`config.mk`:
```
export PLATFORM = sky130hd
export DESIGN_NAME = sel_alu
export DESIGN_NICKNAME = d
export VERILOG_FILES = /design/src/rtl/sel_alu_pkg.sv /design/src/rtl/alu_slice.sv /design/src/rtl/alu_chain.sv /design/src/rtl/alu_outreg.sv /design/src/rtl/sel_alu.sv
export SDC_FILE = /design/constraint.sdc
export NUM_CORES = 1
export LEC_CHECK = 0
export BUFFER_PORTS_ARGS = -buffer_cell sky130_fd_sc_hd__buf_4
export CAP_MARGIN = 15
export CORE_ASPECT_RATIO = 1.2
export CORE_MARGIN = 3
export CORE_UTILIZATION = 48
export CTS_BUF_LIST = sky130_fd_sc_hd__clkbuf_2
export DETAILED_ROUTE_END_ITERATION = 8
export GPL_ROUTABILITY_DRIVEN = 0
export PLACE_DENSITY = 0.8
export SKIP_LAST_GASP = 1
export SYNTH_ARGS = -nofsm -noshare
export SYNTH_HDL_FRONTEND = slang
export SYNTH_SLANG_ARGS = --single-unit
```
`constraint.sdc`:
```
create_clock -name clk -period 6.7 [get_ports clk]
set_input_delay 1.34 -clock clk [delete_from_list [all_inputs] [get_ports clk]]
set_output_delay 1.34 -clock clk [all_outputs]
set_load 0.005 [all_outputs]
```
`src/rtl/sel_alu_pkg.sv`:
```
package sel_alu_pkg;

  typedef enum logic [1:0] {
    GRP_ARITH = 2'b00,
    GRP_LOGIC = 2'b01,
    GRP_SHR   = 2'b10,
    GRP_SHL   = 2'b11
  } grp_e;

  typedef enum logic [1:0] {
    OPND_B    = 2'b00,
    OPND_NB   = 2'b01,
    OPND_ZERO = 2'b10,
    OPND_ONES = 2'b11
  } opnd_e;

  typedef enum logic [1:0] {
    LOP_AND = 2'b00,
    LOP_OR  = 2'b01,
    LOP_XOR = 2'b10,
    LOP_NOT = 2'b11
  } lop_e;

  typedef struct packed {
    logic carry;
    logic sum;
  } fa_t;

  function automatic grp_e decode_grp(input logic [3:0] s);
    return grp_e'(s[3:2]);
  endfunction

  function automatic logic pick_operand(input logic b_bit, input logic [1:0] s);
    logic r;
    case (opnd_e'(s))
      OPND_B:    r = b_bit;
      OPND_NB:   r = ~b_bit;
      OPND_ZERO: r = 1'b0;
      default:   r = 1'b1;
    endcase
    return r;
  endfunction

  function automatic logic logic_bit(input logic x, input logic y, input logic [1:0] s);
    logic r;
    case (lop_e'(s))
      LOP_AND: r = x & y;
      LOP_OR:  r = x | y;
      LOP_XOR: r = x ^ y;
      default: r = ~x;
    endcase
    return r;
  endfunction

  function automatic fa_t full_add(input logic x, input logic y, input logic c);
    fa_t r;
    r.sum   = x ^ y ^ c;
    r.carry = (x & y) | (x & c) | (y & c);
    return r;
  endfunction

endpackage

```
`src/rtl/alu_slice.sv`:
```
module alu_slice
  import sel_alu_pkg::*;
(
  input  logic       a_i,
  input  logic       b_i,
  input  logic       a_lo,
  input  logic       a_hi,
  input  logic       c_i,
  input  logic [3:0] sel,
  output logic       f_o,
  output logic       c_o
);

  grp_e grp;
  logic op_bit;
  fa_t  fa;
  logic arith_bit;
  logic lgc_bit;
  logic shr_bit;
  logic shl_bit;

  assign grp       = decode_grp(sel);
  assign op_bit    = pick_operand(b_i, sel[1:0]);
  assign fa        = full_add(a_i, op_bit, c_i);
  assign arith_bit = fa.sum;
  assign lgc_bit   = logic_bit(a_i, b_i, sel[1:0]);
  assign shr_bit   = a_hi;
  assign shl_bit   = a_lo;
  assign c_o       = fa.carry;

  always_comb begin
    case (grp)
      GRP_ARITH: f_o = arith_bit;
      GRP_LOGIC: f_o = lgc_bit;
      GRP_SHR:   f_o = shr_bit;
      default:   f_o = shl_bit;
    endcase
  end

endmodule

```
`src/rtl/alu_chain.sv`:
```
module alu_chain
  import sel_alu_pkg::*;
#(
  parameter int N = 8
) (
  input  logic [N-1:0] a,
  input  logic [N-1:0] b,
  input  logic         cin,
  input  logic [3:0]   sel,
  output logic [N-1:0] f,
  output logic         co,
  output logic [N:0]   carry_vec,
  output logic         arith_sel
);

  localparam int LAST = N - 1;

  logic [N-1:0] a_lo_v;
  logic [N-1:0] a_hi_v;

  assign a_lo_v       = {a[LAST-1:0], 1'b0};
  assign a_hi_v       = {1'b0, a[LAST:1]};
  assign carry_vec[0] = cin;

  generate
    for (genvar i = 0; i < N; i++) begin : g_slice
      alu_slice u_slice (
        .a_i  (a[i]),
        .b_i  (b[i]),
        .a_lo (a_lo_v[i]),
        .a_hi (a_hi_v[i]),
        .c_i  (carry_vec[i]),
        .sel  (sel),
        .f_o  (f[i]),
        .c_o  (carry_vec[i+1])
      );
    end
  endgenerate

  assign arith_sel = (decode_grp(sel) == GRP_ARITH);
  assign co        = arith_sel ? carry_vec[N] : 1'b0;

endmodule

```
`src/rtl/alu_outreg.sv`:
```
module alu_outreg #(
  parameter int N       = 8,
  parameter bit REG_OUT = 1'b1
) (
  input  logic         clk,
  input  logic         rst_n,
  input  logic [N-1:0] f_d,
  input  logic         co_d,
  output logic [N-1:0] f_q,
  output logic         co_q
);

  generate
    if (REG_OUT) begin : g_reg
      always_ff @(posedge clk or negedge rst_n) begin
        if (!rst_n) begin
          f_q  <= '0;
          co_q <= 1'b0;
        end else begin
          f_q  <= f_d;
          co_q <= co_d;
        end
      end


      reg_follow_chk: assert property (@(posedge clk) disable iff (!rst_n)
        $past(rst_n) |-> (f_q == $past(f_d) && co_q == $past(co_d)));
    end else begin : g_pass
      assign f_q  = f_d;
      assign co_q = co_d;
    end
  endgenerate

endmodule

```
`src/rtl/sel_alu.sv`:
```
module sel_alu
  import sel_alu_pkg::*;
#(
  parameter int N       = 8,
  parameter bit REG_OUT = 1'b1
) (
  input  logic         clk,
  input  logic         rst_n,
  input  logic [N-1:0] a,
  input  logic [N-1:0] b,
  input  logic         cin,
  input  logic [3:0]   sel,
  output logic [N-1:0] f,
  output logic         co,
  output logic [N-1:0] f_q,
  output logic         co_q
);

  localparam int W = N + 1;

  logic [N:0] carry_vec;
  logic       arith_sel;
  grp_e       grp_w;

  assign grp_w = decode_grp(sel);

  alu_chain #(.N(N)) u_chain (
    .a         (a),
    .b         (b),
    .cin       (cin),
    .sel       (sel),
    .f         (f),
    .co        (co),
    .carry_vec (carry_vec),
    .arith_sel (arith_sel)
  );

  alu_outreg #(.N(N), .REG_OUT(REG_OUT)) u_outreg (
    .clk   (clk),
    .rst_n (rst_n),
    .f_d   (f),
    .co_d  (co),
    .f_q   (f_q),
    .co_q  (co_q)
  );

  function automatic logic [N:0] arith_word(input logic [N-1:0] x, input logic [N-1:0] y,
                                            input logic [1:0] s, input logic c);
    logic [N-1:0] m;
    case (opnd_e'(s))
      OPND_B:    m = y;
      OPND_NB:   m = ~y;
      OPND_ZERO: m = '0;
      default:   m = '1;
    endcase
    return {1'b0, x} + {1'b0, m} + W'(c);
  endfunction

  function automatic logic [N-1:0] logic_word(input logic [N-1:0] x, input logic [N-1:0] y,
                                              input logic [1:0] s);
    logic [N-1:0] r;
    case (lop_e'(s))
      LOP_AND: r = x & y;
      LOP_OR:  r = x | y;
      LOP_XOR: r = x ^ y;
      default: r = ~x;
    endcase
    return r;
  endfunction


  arith_sum_chk: assert property (@(posedge clk) disable iff (!rst_n)
    (grp_w == GRP_ARITH) |-> ({co, f} == arith_word(a, b, sel[1:0], cin)));


  carry_tap_chk: assert property (@(posedge clk) disable iff (!rst_n)
    arith_sel |-> (co == carry_vec[N]));


  logic_word_chk: assert property (@(posedge clk) disable iff (!rst_n)
    (grp_w == GRP_LOGIC) |-> (f == logic_word(a, b, sel[1:0])));


  shr_fill_chk: assert property (@(posedge clk) disable iff (!rst_n)
    (grp_w == GRP_SHR) |-> (f == {1'b0, a[N-1:1]}));


  shl_fill_chk: assert property (@(posedge clk) disable iff (!rst_n)
    (grp_w == GRP_SHL) |-> (f == {a[N-2:0], 1'b0}));


  no_carry_chk: assert property (@(posedge clk) disable iff (!rst_n)
    (grp_w != GRP_ARITH) |-> (co == 1'b0));

endmodule

```
Word level (Yosys, flattened, before mapping)

Index checks and enable logic that the tools add are counted.

Register bits after elaboration: 9
Output and inout bits: 18
Word-level logic and storage cells: 129

Eq/ne operators: 4
Multiplexer cells: 25
Bitwise operators: 96
Reduce and logical (&&, ||, !) cells: 2

Operators with widths:

| cell                                                                  | number |
|---|---|
| 1-bit one-hot mux with 3 select lines                                 | 24 |
| 1-bit bitwise AND                                                     | 32 |
| 1-bit bitwise OR                                                      | 24 |
| 1-bit XOR                                                             | 24 |
| 1-bit NOT                                                             | 16 |
| 2-bit by 1-bit equality test with 1-bit output, second input constant | 2 |
| 2-bit equality test, second input constant                            | 2 |
| 2-bit zero test                                                       | 2 |
| 1-bit 2-to-1 mux                                                      | 1 |

Logic depth before layout (Yosys ltp)

Gate-level depths: netlist (run 1).

Depth in word-level cells: 27
Gate-level depth with buffers: 16
Gate-level depth less buffers: 15

Cells and area by module

Synthesis (run 1) repeated with hierarchy kept, for this count alone.

Cells, all modules: 93
Area total of the unflattened synthesis: 1183.6 um2

By module, submodules not included:

| module     | times used | cells each | area an instance (um2) |
|---|---|---|---|
| alu_slice  | 8          | 10         | 116.4 |
| alu_outreg | 1          | 9          | 225.2 |
| alu_chain  | 1          | 4          | 27.5 |

Worst setup path before layout (run 1)

Ideal clock, no wire load.

Kind: input -> output
Start: input sel[0]
End: output f[7]
Arrival time: 5.297 ns
Required time: 5.360 ns
Slack: 0.063 ns
Cell stages on the path: 16
Path buffers: 3
Path through: buf_2 buf_2 xnor2_1 fa_1 inv_1 fa_1 fa_1 fa_1 fa_1 fa_1 fa_1 fa_1 nor3b_1 a31oi_1 o21ai_0 buf_4

Cells in the longest elaborated chain, start to end: 25
Elaborated cells between the ends (all ways): 49

RTL lines:

| item                                        | line                                 | RTL |
|---|---|---|
| from (decl)                                 | sel_alu.sv:12                        | `input logic [3:0] sel,` |
| 2-bit equality test (tied with other cells) | sel_alu_pkg.sv:35, sel_alu_pkg.sv:46 |  |
| 1-bit one-hot mux with 3 select lines       | sel_alu_pkg.sv:35                    | `case (opnd_e'(s))` |
| 1-bit bitwise AND                           | sel_alu_pkg.sv:58                    | `r.carry = (x & y) \| (x & c) \| (y & c);` |
| 1-bit bitwise OR (2 in series)              | sel_alu_pkg.sv:58                    |  |
| 1-bit bitwise AND                           | sel_alu_pkg.sv:58                    |  |
| 1-bit bitwise OR (2 in series)              | sel_alu_pkg.sv:58                    |  |
| 1-bit bitwise AND                           | sel_alu_pkg.sv:58                    |  |
| 1-bit bitwise OR (2 in series)              | sel_alu_pkg.sv:58                    |  |
| [3 not listed]                              | n/a                                  |  |
| 1-bit bitwise AND                           | sel_alu_pkg.sv:58                    |  |
| 1-bit bitwise OR (2 in series)              | sel_alu_pkg.sv:58                    |  |
| 1-bit bitwise AND                           | sel_alu_pkg.sv:58                    |  |
| 1-bit bitwise OR (2 in series)              | sel_alu_pkg.sv:58                    |  |
| 1-bit bitwise AND                           | sel_alu_pkg.sv:58                    |  |
| 1-bit bitwise OR (2 in series)              | sel_alu_pkg.sv:58                    |  |
| 1-bit XOR                                   | sel_alu_pkg.sv:57                    | `r.sum = x ^ y ^ c;` |
| 1-bit one-hot mux with 3 select lines *     | alu_slice.sv:32                      | `case (grp)` |
| to (decl)                                   | sel_alu.sv:13                        | `output logic [N-1:0] f,` |

Every way passes the cells marked *; elsewhere a longest branch is shown, timed or not.

Worst setup path after layout (run 1)

Start: input b[0]
End: output f[7]

Cells in the longest elaborated chain, start to end: 25
Elaborated cells between the ends (all ways): 32

RTL lines:

| item                                    | line              | RTL |
|---|---|---|
| from (decl)                             | sel_alu.sv:10     | `input logic [N-1:0] b,` |
| 1-bit NOT                               | sel_alu_pkg.sv:37 | `OPND_NB: r = ~b_bit;` |
| 1-bit one-hot mux with 3 select lines * | sel_alu_pkg.sv:35 |  |
| 1-bit bitwise AND                       | sel_alu_pkg.sv:58 |  |
| 1-bit bitwise OR                        | sel_alu_pkg.sv:58 |  |
| 1-bit bitwise OR *                      | sel_alu_pkg.sv:58 |  |
| 1-bit bitwise AND                       | sel_alu_pkg.sv:58 |  |
| 1-bit bitwise OR                        | sel_alu_pkg.sv:58 |  |
| 1-bit bitwise OR *                      | sel_alu_pkg.sv:58 |  |
| [9 not listed]                          | n/a               |  |
| 1-bit bitwise AND                       | sel_alu_pkg.sv:58 |  |
| 1-bit bitwise OR                        | sel_alu_pkg.sv:58 |  |
| 1-bit bitwise OR *                      | sel_alu_pkg.sv:58 |  |
| 1-bit bitwise AND                       | sel_alu_pkg.sv:58 |  |
| 1-bit bitwise OR                        | sel_alu_pkg.sv:58 |  |
| 1-bit bitwise OR *                      | sel_alu_pkg.sv:58 |  |
| 1-bit XOR *                             | sel_alu_pkg.sv:57 |  |
| 1-bit one-hot mux with 3 select lines * | alu_slice.sv:32   |  |

Marked as above.

==> summary.txt, run 1 <==
Placement
  • Hpwl dp: between 2000 and 2500 um
  • Buffers on Ports: 40

Yosys
  • Mapped Nets: 195
  • Post-synthesis cell area: 1320 um2
  • Yosys reg bits: 9
  • Cells after Synth: 148
  • Synth cell types: 23
  • Syn_area_per_cell: 8.92 um2
  • Sequential-to-total area share from yosys stat: ~17%
  • Ys Warns: 0

Clocking
  • CTS H-Tree Depth: 1
  • Clk buf depth: 2
  • Root buf cell: clkbuf_2
  • Hold Buf Count CTS: 0
  • CTS tree: done
  • Clock slew at reported path FFs: approximately 80 ps
  • TritonCTS Buffers: 3
  • # clock sinks: 9

Critical path
  • Slowest cell delay on critical path: 430 ps
  • CP startpoint: b[0]
  • Req. time, crit path: between 5000 and 6000 ps
  • Most used cell, CP: fa_2
  • CP Capture Point: f[7]
  • CP Class: in -> out
  • CP max-delay cell: fa_1
  • Critical Path Sink Type: primary output
  • Critical path launch point type: input pin
  • Critical-path maximum fanout: 2
  • Arrival @ worst endpoint: 5180 ps
  • Worst path cell trace: buf_4, inv_1, nor2_1, xnor2_1, fa_2, inv_1, fa_2, fa_2, fa_2, fa_2, fa_2, fa_2, fa_1, nor3b_2, a31oi_1, o21ai_1, buf_4

Die
  • Die X: 53.9 um
  • Die area: around 3400 um2
  • Die H: 63.4 um
  • Number of top-level pins: 41
  • # rows: 20
  • Core Area: 2580 um2
  • Initial Utilization: 51.2%

Detailed routing
  • Routed Wire Length: 2790 um
  • DRC: 0
  • Post-route ant nets: 0
  • Routed via count: 1100
  • Initial DRC Count: 18
  • Drt pass-1 iters: 4
  • DR WL/cell: 13.1 um
  • Via/cell ratio: 5.16

Job
  • Maxcap violations: 0

Finish
  • Diodes inserted: 0
  • Layout cell share with drive strength beyond 1: 33.3%
  • Layout Utilization: a little under two thirds
  • Area growth syn-to-layout: 24.0%
  • Most common cell after layout, fill and taps aside: buf_4
  • Fin nets: 228
  • Fill count: between 200 and 250
  • Commonest cells after routing, fill and taps aside: 43 x buf_4, 22 x inv_1, 20 x nor2b_1, 16 x ha_1, 9 x dfrtp_1

Hold path
  • Min-Delay Path Class: in -> async

Global route
  • Global-route wire length before repair: around 4600 um
  • Initial antenna violation count: 0
  • Largest net degree at the start of global routing: 30
  • Vias in the first global route: 1096
  • Gr usage total: 18.1%
  • Global route total overflow: 0

Timing
  • Hold Vio Cnt, Final: 0
  • Ratio of final minimum period to clock period: 97.3%
  • Final setup fails: 0
  • Period minus WS final: 6520 ps
  • Fmax: 0.153 GHz
  • Unrepaired setup endpoints after global routing: false
  • Final hold slack: 892 ps
  • Worst Tran Pin Value: 386 ps
  • Max Slew Vio Count: 0
  • Slew headroom: 74.2%

Pwr
  • Static leakage: 0.781 nW
  • VDD IR max: 0.0791 mV
  • Power Density: 128 nW/um2

Outcome
  • Status: finished, final reports clean
==> worst max-delay path: cells and delay by family <==
| kind | cells | cell delay (ps) |
|---|---|---|
| adders and majority gates | 8 | 2760 |
| buffers and inverters | 4 | 380 |
| AOI/OAI and AO/OA | 2 | 270 |
| xor gates and xnor gates | 1 | 220 |
| and+or+nand+nor | 2 | 210 |
==> state kept, by name, summed over array words and instances (netlist names) <==
register,cells
u_outreg.f_q,8
u_outreg.co_q,1
==> area by class of cell <==
class | instances | area [um2] | area share [%]
clock buffers | 4 | 20.0 | 1.22
inverters | 23 | 86.3 | 5.28
multi-input cells | 101 | 941 | 57.5
flip-flops and latches | 9 | 225 | 13.8
well taps | 33 | 41.3 | 2.52
repair buffers | 43 | 323 | 19.7
==> stage by stage <==
step	std cells	area, um2	TNS (ps)	total power, mW	setup slack [ps]
floorplan	148	1320	0	0.130	63.0
global placement	208	1590	0	0.167	125
detailed placement	208	1590	-14.4	0.173	-14.4
CTS	212	1610	0	0.208	19.0
global route	213	1640	0	0.228	0.512
finish	213	1640	0	0.209	179
==> power breakdown <==
part | switching [mW] | total (mW) | internal (mW)
sequential | 0.00189 | 0.0632 | 0.0613
clock | 0.0185 | 0.0343 | 0.0159
combinational | 0.0510 | 0.112 | 0.0606
total | 0.0714 | 0.209 | 0.138
==> kinds of logic after synthesis <==
group	after synthesis	synth area share [%]
AOI/OAI and AO/OA	28	13.7
and+or+nand+nor	37	16.4
adders and majority gates	24	27.3
buffers and inverters	38	13.4
DFF	9	17.1
muxes	4	6.82
xor gates and xnor gates	8	5.31
==> what timing repair did <==
item                                    4_1_cts  5_1_grt
resized for setup                             1        8
buffers inserted                              0        1
endpoints found under the setup margin        1        1
pin swaps                                     0        2
==> cells in the mapped netlist, drive strengths merged <==
| cell type | count | area share, % |
|---|---|---|
| xnor2 | 8 | 5.3 |
| dfrtp | 9 | 17 |
| o21ai | 8 | 3.0 |
| a21oi | 1 | 0.38 |
| buf | 11 | 5.7 |
| a31oi | 5 | 2.4 |
| clkbuf | 4 | 1.1 |
| fa | 8 | 12 |
| nor2b | 20 | 9.5 |
| inv | 23 | 6.5 |
| mux4 | 4 | 6.8 |
| a41oi | 1 | 0.66 |
| nor3b | 2 | 1.1 |
| nor2 | 3 | 0.85 |
| ha | 16 | 15 |
| nand2 | 4 | 1.1 |
| nand2b | 8 | 3.8 |
| a211oi | 5 | 2.8 |
| o211ai | 3 | 1.7 |
| a21boi | 4 | 2.3 |
| o22ai | 1 | 0.47 |
==> routing by layer <==
metal	vias up	wire (um)	share of wire, %	track usage, %
li1	539	-	-	-
met1	528	1100	39	20.1
met2	28	1500	54	33.9
met3	5	151	5.4	0.946
met4	0	39	1.4	6.71
met5	-	0	0	0
==> worst min-delay path by stage <==
stage / start / to / cells past startpoint
after detailed placement: rst_n / u_outreg.f_q[4] / 1
after global placement: rst_n / u_outreg.f_q[4] / 1
after global routing: rst_n / u_outreg.f_q[0] / 1
after floorplan: rst_n / u_outreg.co_q / 0
final: rst_n / u_outreg.co_q / 1
after CTS: rst_n / u_outreg.co_q / 1
No activity file was read; power rests on OpenSTA's default activity.
==> run 2: changes to the inputs <==
--- a/config.mk
+++ b/config.mk
@@ -5,6 +5,7 @@
 export SDC_FILE = /design/constraint.sdc
 export NUM_CORES = 1
 export LEC_CHECK = 0
+export ABC_AREA = 1
 export BUFFER_PORTS_ARGS = -buffer_cell sky130_fd_sc_hd__buf_4
 export CAP_MARGIN = 15
 export CORE_ASPECT_RATIO = 1.2
==> summary.txt, run 2 <==
Yosys
  • Simple-gate portion of the synthesized area: a little under 30%
  • Commonest cells post-synth: 70 x nand2_1, 36 x inv_1, 18 x o21ai_0
  • Cells after Synth: 194
  • Top cell type's share of synthesized area: 20.1%
  • Ys Warns: 0
  • Count leader, synth: nand2_1
  • Synth cell types: 18
  • Fraction of registers with async set/reset: 100%
  • Post-synthesis adder-cell area fraction: 27.6%
  • Syn_area_per_cell: 6.74 um2
  • Top cells by area, synth: nand2_1 20%, dfrtp_1 17%, ha_1 15%, fa_1 12%, inv_1 10%
  • Post-synth top flop: dfrtp_1
  • Mapped Nets: between 200 and 250
  • Yosys reg bits: 9
  • Sequential-to-total area share from yosys stat: 17.2%
  • Multiplexer share of the synthesized area: 0%
  • Largest family of logic cells by synthesized area: simple AND/OR/NAND/NOR gates
  • Compound-Gate Fraction of Synth Area: 8.23%
  • EDFF count, synth: 0
  • Post-Synth XOR/XNOR Area: 0.670%
  • Post-synthesis cell area: 1310 um2
  • Area leader, netlist: nand2_1

Critical path
  • Req. time, crit path: 5360 ps
  • Arrival @ worst endpoint: 5180 ps
  • Critical path launch point type: input pin
  • Critical-path maximum fanout: 9
  • Critical Path Sink Type: primary output
  • CP Class: in -> out

Finish
  • Fill count: 251
  • Fin nets: 278
  • Most common cell after layout, fill and taps aside: nand2_1
  • Diodes inserted: 0
  • Layout cell share with drive strength beyond 1: 23.5%
  • Area growth syn-to-layout: 23.6%
  • Layout Utilization: between 60% and 70%
  • Commonest cells after routing, fill and taps aside: 70 x nand2_1, 43 x buf_4, 36 x inv_1, 18 x o21ai_0, 16 x ha_1
  • Largest register FFs: 8
  • Largest registers: u_outreg.f_q: 8 flops, u_outreg.co_q: 1 flops
  • Biggest register: u_outreg.f_q
  • Non-filler cells, final: 263

Pwr
  • Static leakage: 0.943 nW
  • Clock network power share: 16.8%
  • P_sw: 0.0754 mW
  • Sequential share of power: 30.9%
  • VDD IR max: 0.0764 mV
  • Power Density: about 130 nW/um2
  • Power Internal: between 0.1 and 0.15 mW
  • Sw Ratio: 36.9%
  • Combinational share of power: 52.3%

Die
  • # rows: 20
  • Core Area: 2580 um2
  • Initial Utilization: 50.7%
  • Number of top-level pins: 41
  • Die H: 63.2 um
  • Die area: about 3400 um2
  • Die X: between 50 and 60 um

Outcome
  • Status: finished, final reports clean

Timing
  • Max Slew Vio Count: 0
  • Post-route setup TNS: 0 ps
  • Slew headroom: 73.3%
  • Unrepaired setup endpoints after global routing: false
  • Final setup margin: 184 ps
  • Worst Tran Pin Value: approximately 400 ps
  • Period minus WS final: ~6500 ps
  • Final setup fails: 0
  • Fmax: 0.153 GHz
  • Hold Vio Cnt, Final: 0
  • Ratio of final minimum period to clock period: 97.2%

Detailed routing
  • Drt pass-1 iters: 4
  • DRC: 0
  • Routed Wire Length: 3080 um
  • DR WL/cell: 11.7 um
  • Via/cell ratio: 4.98
  • Routed via count: 1309
  • Post-route ant nets: 0
  • Initial DRC Count: 25

Clocking
  • CTS tree: done
  • TritonCTS Buffers: 3
  • Clk buf depth: 2
  • # clock sinks: 9
  • Post-CTS Setup Inserts: 0
  • Clock slew at reported path FFs: 90 ps
  • CTS H-Tree Depth: 1
  • Root buf cell: clkbuf_2

Placement
  • # placed instances: around 260
  • Hpwl dp: ~2500 um
  • Buffers on Ports: 40
  • Dpl ws: roughly 110 ps

Hold path
  • Min-Delay Path Class: in -> async

Global route
  • Initial antenna violation count: 0
  • Largest net degree at the start of global routing: 14
  • Vias in the first global route: 1219
  • Global route total overflow: 0
  • Gr usage total: 19.4%
  • Global-route wire length before repair: ~5000 um

Job
  • Maxcap violations: 0
-- run 2: final cells by class --
| cell class | count | area (um2) | area share [%] |
|---|---|---|---|
| clock buffer | 4 | 20.0 | 1.24 |
| multi-input combinational | 138 | 872 | 53.9 |
| sequential | 9 | 225 | 13.9 |
| inverter | 36 | 135 | 8.36 |
| timing repair buffer | 43 | 323 | 20.0 |
| tap | 33 | 41.3 | 2.55 |
-- run 2: worst max path at each step --
stage	cells after the start	to	start	slack [ps]
after detailed placement	17	f[7]	sel[0]	110
after global routing	17	f[7]	sel[0]	8
after CTS	17	f[7]	sel[0]	110
after global placement	17	f[7]	sel[0]	170
final	17	f[7]	sel[0]	180
after floorplan	19	f[7]	sel[0]	200
-- run 2: per-layer routing --
metal	global-route usage (%)	wire [um]	up-vias
li1	-	-	657
met4	9.58	98	0
met3	1.42	244	13
met2	34.0	1510	63
met1	22.5	1220	576
met5	0	0	-
-- run 2: worst max-delay path, stage by stage --
cell	delay (ps)
buf_4	150
xnor2_1	160
a21oi_2	190
fa_1	180
inv_1	50
fa_1	370
fa_1	400
fa_2	360
fa_1	390
fa_1	400
fa_2	360
fa_1	490
nand2_1	50
o21ai_0	70
inv_1	50
nand2_1	80
buf_4	110
-- run 2: cells by family (layout without fill, tap and decap cells) --
family / after synthesis / count (layout)
DFF: 9 / 9
xor gates and xnor gates: 1 / 1
AOI/OAI and AO/OA: 21 / 21
buffers and inverters: 47 / 83
and+or+nand+nor: 92 / 92
adders and majority gates: 24 / 24
-- run 2: per-stage QoR --
stage               hold WS [ps]  power [mW]  instance area (um2)
floorplan                   1040       0.125                 1310
global placement            1160       0.167                 1590
detailed placement          1170       0.170                 1590
CTS                          881       0.205                 1610
global route                 887       0.222                 1620
finish                       893       0.204                 1620
-- run 2: timing repair --
item                       CTS  global route
setup endpoints to repair    0             1
hold buffers                 0             0
resized for setup            0             3
-- run 2: power groups by stage --
stage	logic [mW]	clock network (mW)	registers, mW
final	0.107	0.0343	0.0631
after floorplan	0.0598	0	0.0655
after CTS	0.106	0.0358	0.0632
after global routing	0.122	0.0364	0.0639
after global placement	0.103	0	0.0641
after detailed placement	0.106	0	0.0643
==> run 3: changes to the inputs <==
--- a/config.mk
+++ b/config.mk
@@ -10,11 +10,11 @@
 export CAP_MARGIN = 15
 export CORE_ASPECT_RATIO = 1.2
 export CORE_MARGIN = 3
-export CORE_UTILIZATION = 48
-export CTS_BUF_LIST = sky130_fd_sc_hd__clkbuf_2
+export CORE_UTILIZATION = 46
+export CTS_BUF_LIST = sky130_fd_sc_hd__clkbuf_16
 export DETAILED_ROUTE_END_ITERATION = 8
 export GPL_ROUTABILITY_DRIVEN = 0
-export PLACE_DENSITY = 0.8
+export PLACE_DENSITY = 0.77
 export SKIP_LAST_GASP = 1
 export SYNTH_ARGS = -nofsm -noshare
 export SYNTH_HDL_FRONTEND = slang
==> summary.txt, run 3 (synthesis results as in run 2) <==
Outcome
  • Status: finished, final reports clean

Critical path
  • CP max-delay cell: fa_1
  • CP Class: in -> out
  • Most used cell, CP: fa_1
  • Slowest cell delay on critical path: 490 ps
  • Critical path launch point type: input pin
  • Worst path cell trace: buf_4, xnor2_1, a21oi_2, fa_1, inv_1, fa_1, fa_1, fa_1, fa_2, fa_1, fa_1, fa_1, nand2_1, o21ai_0, inv_1, nand2_1, buf_4
  • Critical Path Sink Type: primary output
  • Req. time, crit path: roughly 5400 ps
  • Arrival @ worst endpoint: 5190 ps
  • Critical-path maximum fanout: 9

Die
  • Die X: 54.7 um
  • Die area: between 3000 and 4000 um2
  • Initial Utilization: 49.8%
  • Die H: around 64 um
  • Core Area: 2630 um2
  • # rows: 20
  • Number of top-level pins: 41

Detailed routing
  • DR WL/cell: between 10 and 15 um
  • Routed via count: roughly 1300
  • Post-route ant nets: 0
  • Routed Wire Length: 3060 um
  • Via/cell ratio: roughly 4.8
  • Drt pass-1 iters: 4
  • Initial DRC Count: 34
  • DRC: 0

Timing
  • Final setup margin: roughly 170 ps
  • Ratio of final minimum period to clock period: 97.5%
  • Final setup fails: 0
  • Worst Tran Pin Value: 370 ps
  • Fmax: 0.153 GHz
  • Max Slew Vio Count: 0
  • Unrepaired setup endpoints after global routing: false
  • Period minus WS final: 6530 ps
  • Slew headroom: 75.3%
  • Hold Vio Cnt, Final: 0
  • Post-route setup TNS: 0 ps

Finish
  • Biggest register: u_outreg.f_q
  • Layout Utilization: between 60% and 70%
  • Most common cell after layout, fill and taps aside: nand2_1
  • Fin nets: 278
  • Largest registers: u_outreg.f_q: 8 flops, u_outreg.co_q: 1 flops
  • Fill count: 250
  • Largest register FFs: 8
  • Diodes inserted: 0
  • Post-route cell area: 1670 um2
  • Area growth syn-to-layout: 27.9%
  • Commonest cells after routing, fill and taps aside: 70 x nand2_1, 43 x buf_4, 37 x inv_1, 18 x o21ai_0, 16 x ha_1
  • Layout cell share with drive strength beyond 1: between 20% and 30%

Pwr
  • Power Density: about 160 nW/um2
  • VDD IR max: 0.141 mV
  • Final Power: 0.270 mW
  • Static leakage: 0.969 nW

Placement
  • Placed standard-cell area: 1590 um2
  • Hpwl dp: 2570 um
  • Dpl ws: about 93 ps
  • Buffers on Ports: 40

Clocking
  • CTS H-Tree Depth: 1
  • Root buf cell: clkbuf_16
  • TritonCTS Buffers: 3
  • # clock sinks: 9
  • Post-CTS Setup Inserts: 0
  • Hold Buf Count CTS: 0
  • Post-CTS Resized: 0
  • Clock slew at reported path FFs: 40 ps
  • CTS tree: done
  • Clk buf depth: 2

Global route
  • Global-route wire length before repair: 4990 um
  • Vias in the first global route: ~1200
  • Gr usage total: 19.2%
  • Initial antenna violation count: 0
  • Global route total overflow: 0
  • Largest net degree at the start of global routing: 14

Hold path
  • Min-Delay Path Class: in -> async

Job
  • Maxcap violations: 0
-- run 3: cell count changes in the layout (fill, tap and decap cells not counted), sizes merged --
cell | before | now
clkbuf | 4 | 3
inv | 36 | 37
-- run 3: path summary, 6_finish.rpt --
| kind | cells past startpoint | endpoint | slack (ps) | from |
|---|---|---|---|---|
| hold / removal | 1 | u_outreg.f_q[7] | 920 | rst_n |
| setup / recovery | 17 | f[7] | 170 | sel[0] |
| min in group clk | 3 | u_outreg.f_q[1] | 1400 | a[0] |
| max in group asynchronous | 1 | u_outreg.f_q[2] | 5650 | rst_n |
-- run 3: through the flow --
step | std cells | hold WS (ps)
2_1_floorplan | 194 | 1040
3_5_place_dp | 259 | 1170
6_report | 263 | 920
3_3_place_gp | 259 | 1160
4_1_cts | 263 | 919
5_1_grt | 263 | 925
-- run 3: power by group --
part | internal, mW | switching, mW
registers | 0.0619 | 0.00186
logic | 0.0503 | 0.0542
clock network | 0.0778 | 0.0242
-- run 3: area by class of cell --
class / count / area, um2 / share of cell area [%]
clock buffer: 3 / 75.1 / 4.49
multi-input combinational: 138 / 870 / 52.0
tap: 33 / 41.3 / 2.47
sequential: 9 / 225 / 13.5
timing repair buffer: 43 / 323 / 19.3
clock inverter: 1 / 3.75 / 0.224
inverter: 36 / 135 / 8.08
-- run 3: worst max-delay path: cells and delay by family --
family          cells  cell delay, ps
buf+inv             4             350
compound gates      2             230
simple gates        2             130
fa+ha+maj           8            2980
xor+xnor            1             150
-- run 3: metal layers --
metal	vias to the layer above	wire length (um)	GRT usage [%]
met4	0	62	10.9
li1	655	-	-
met3	6	180	1.40
met2	38	1550	30.2
met5	-	0	0
met1	570	1270	24.7
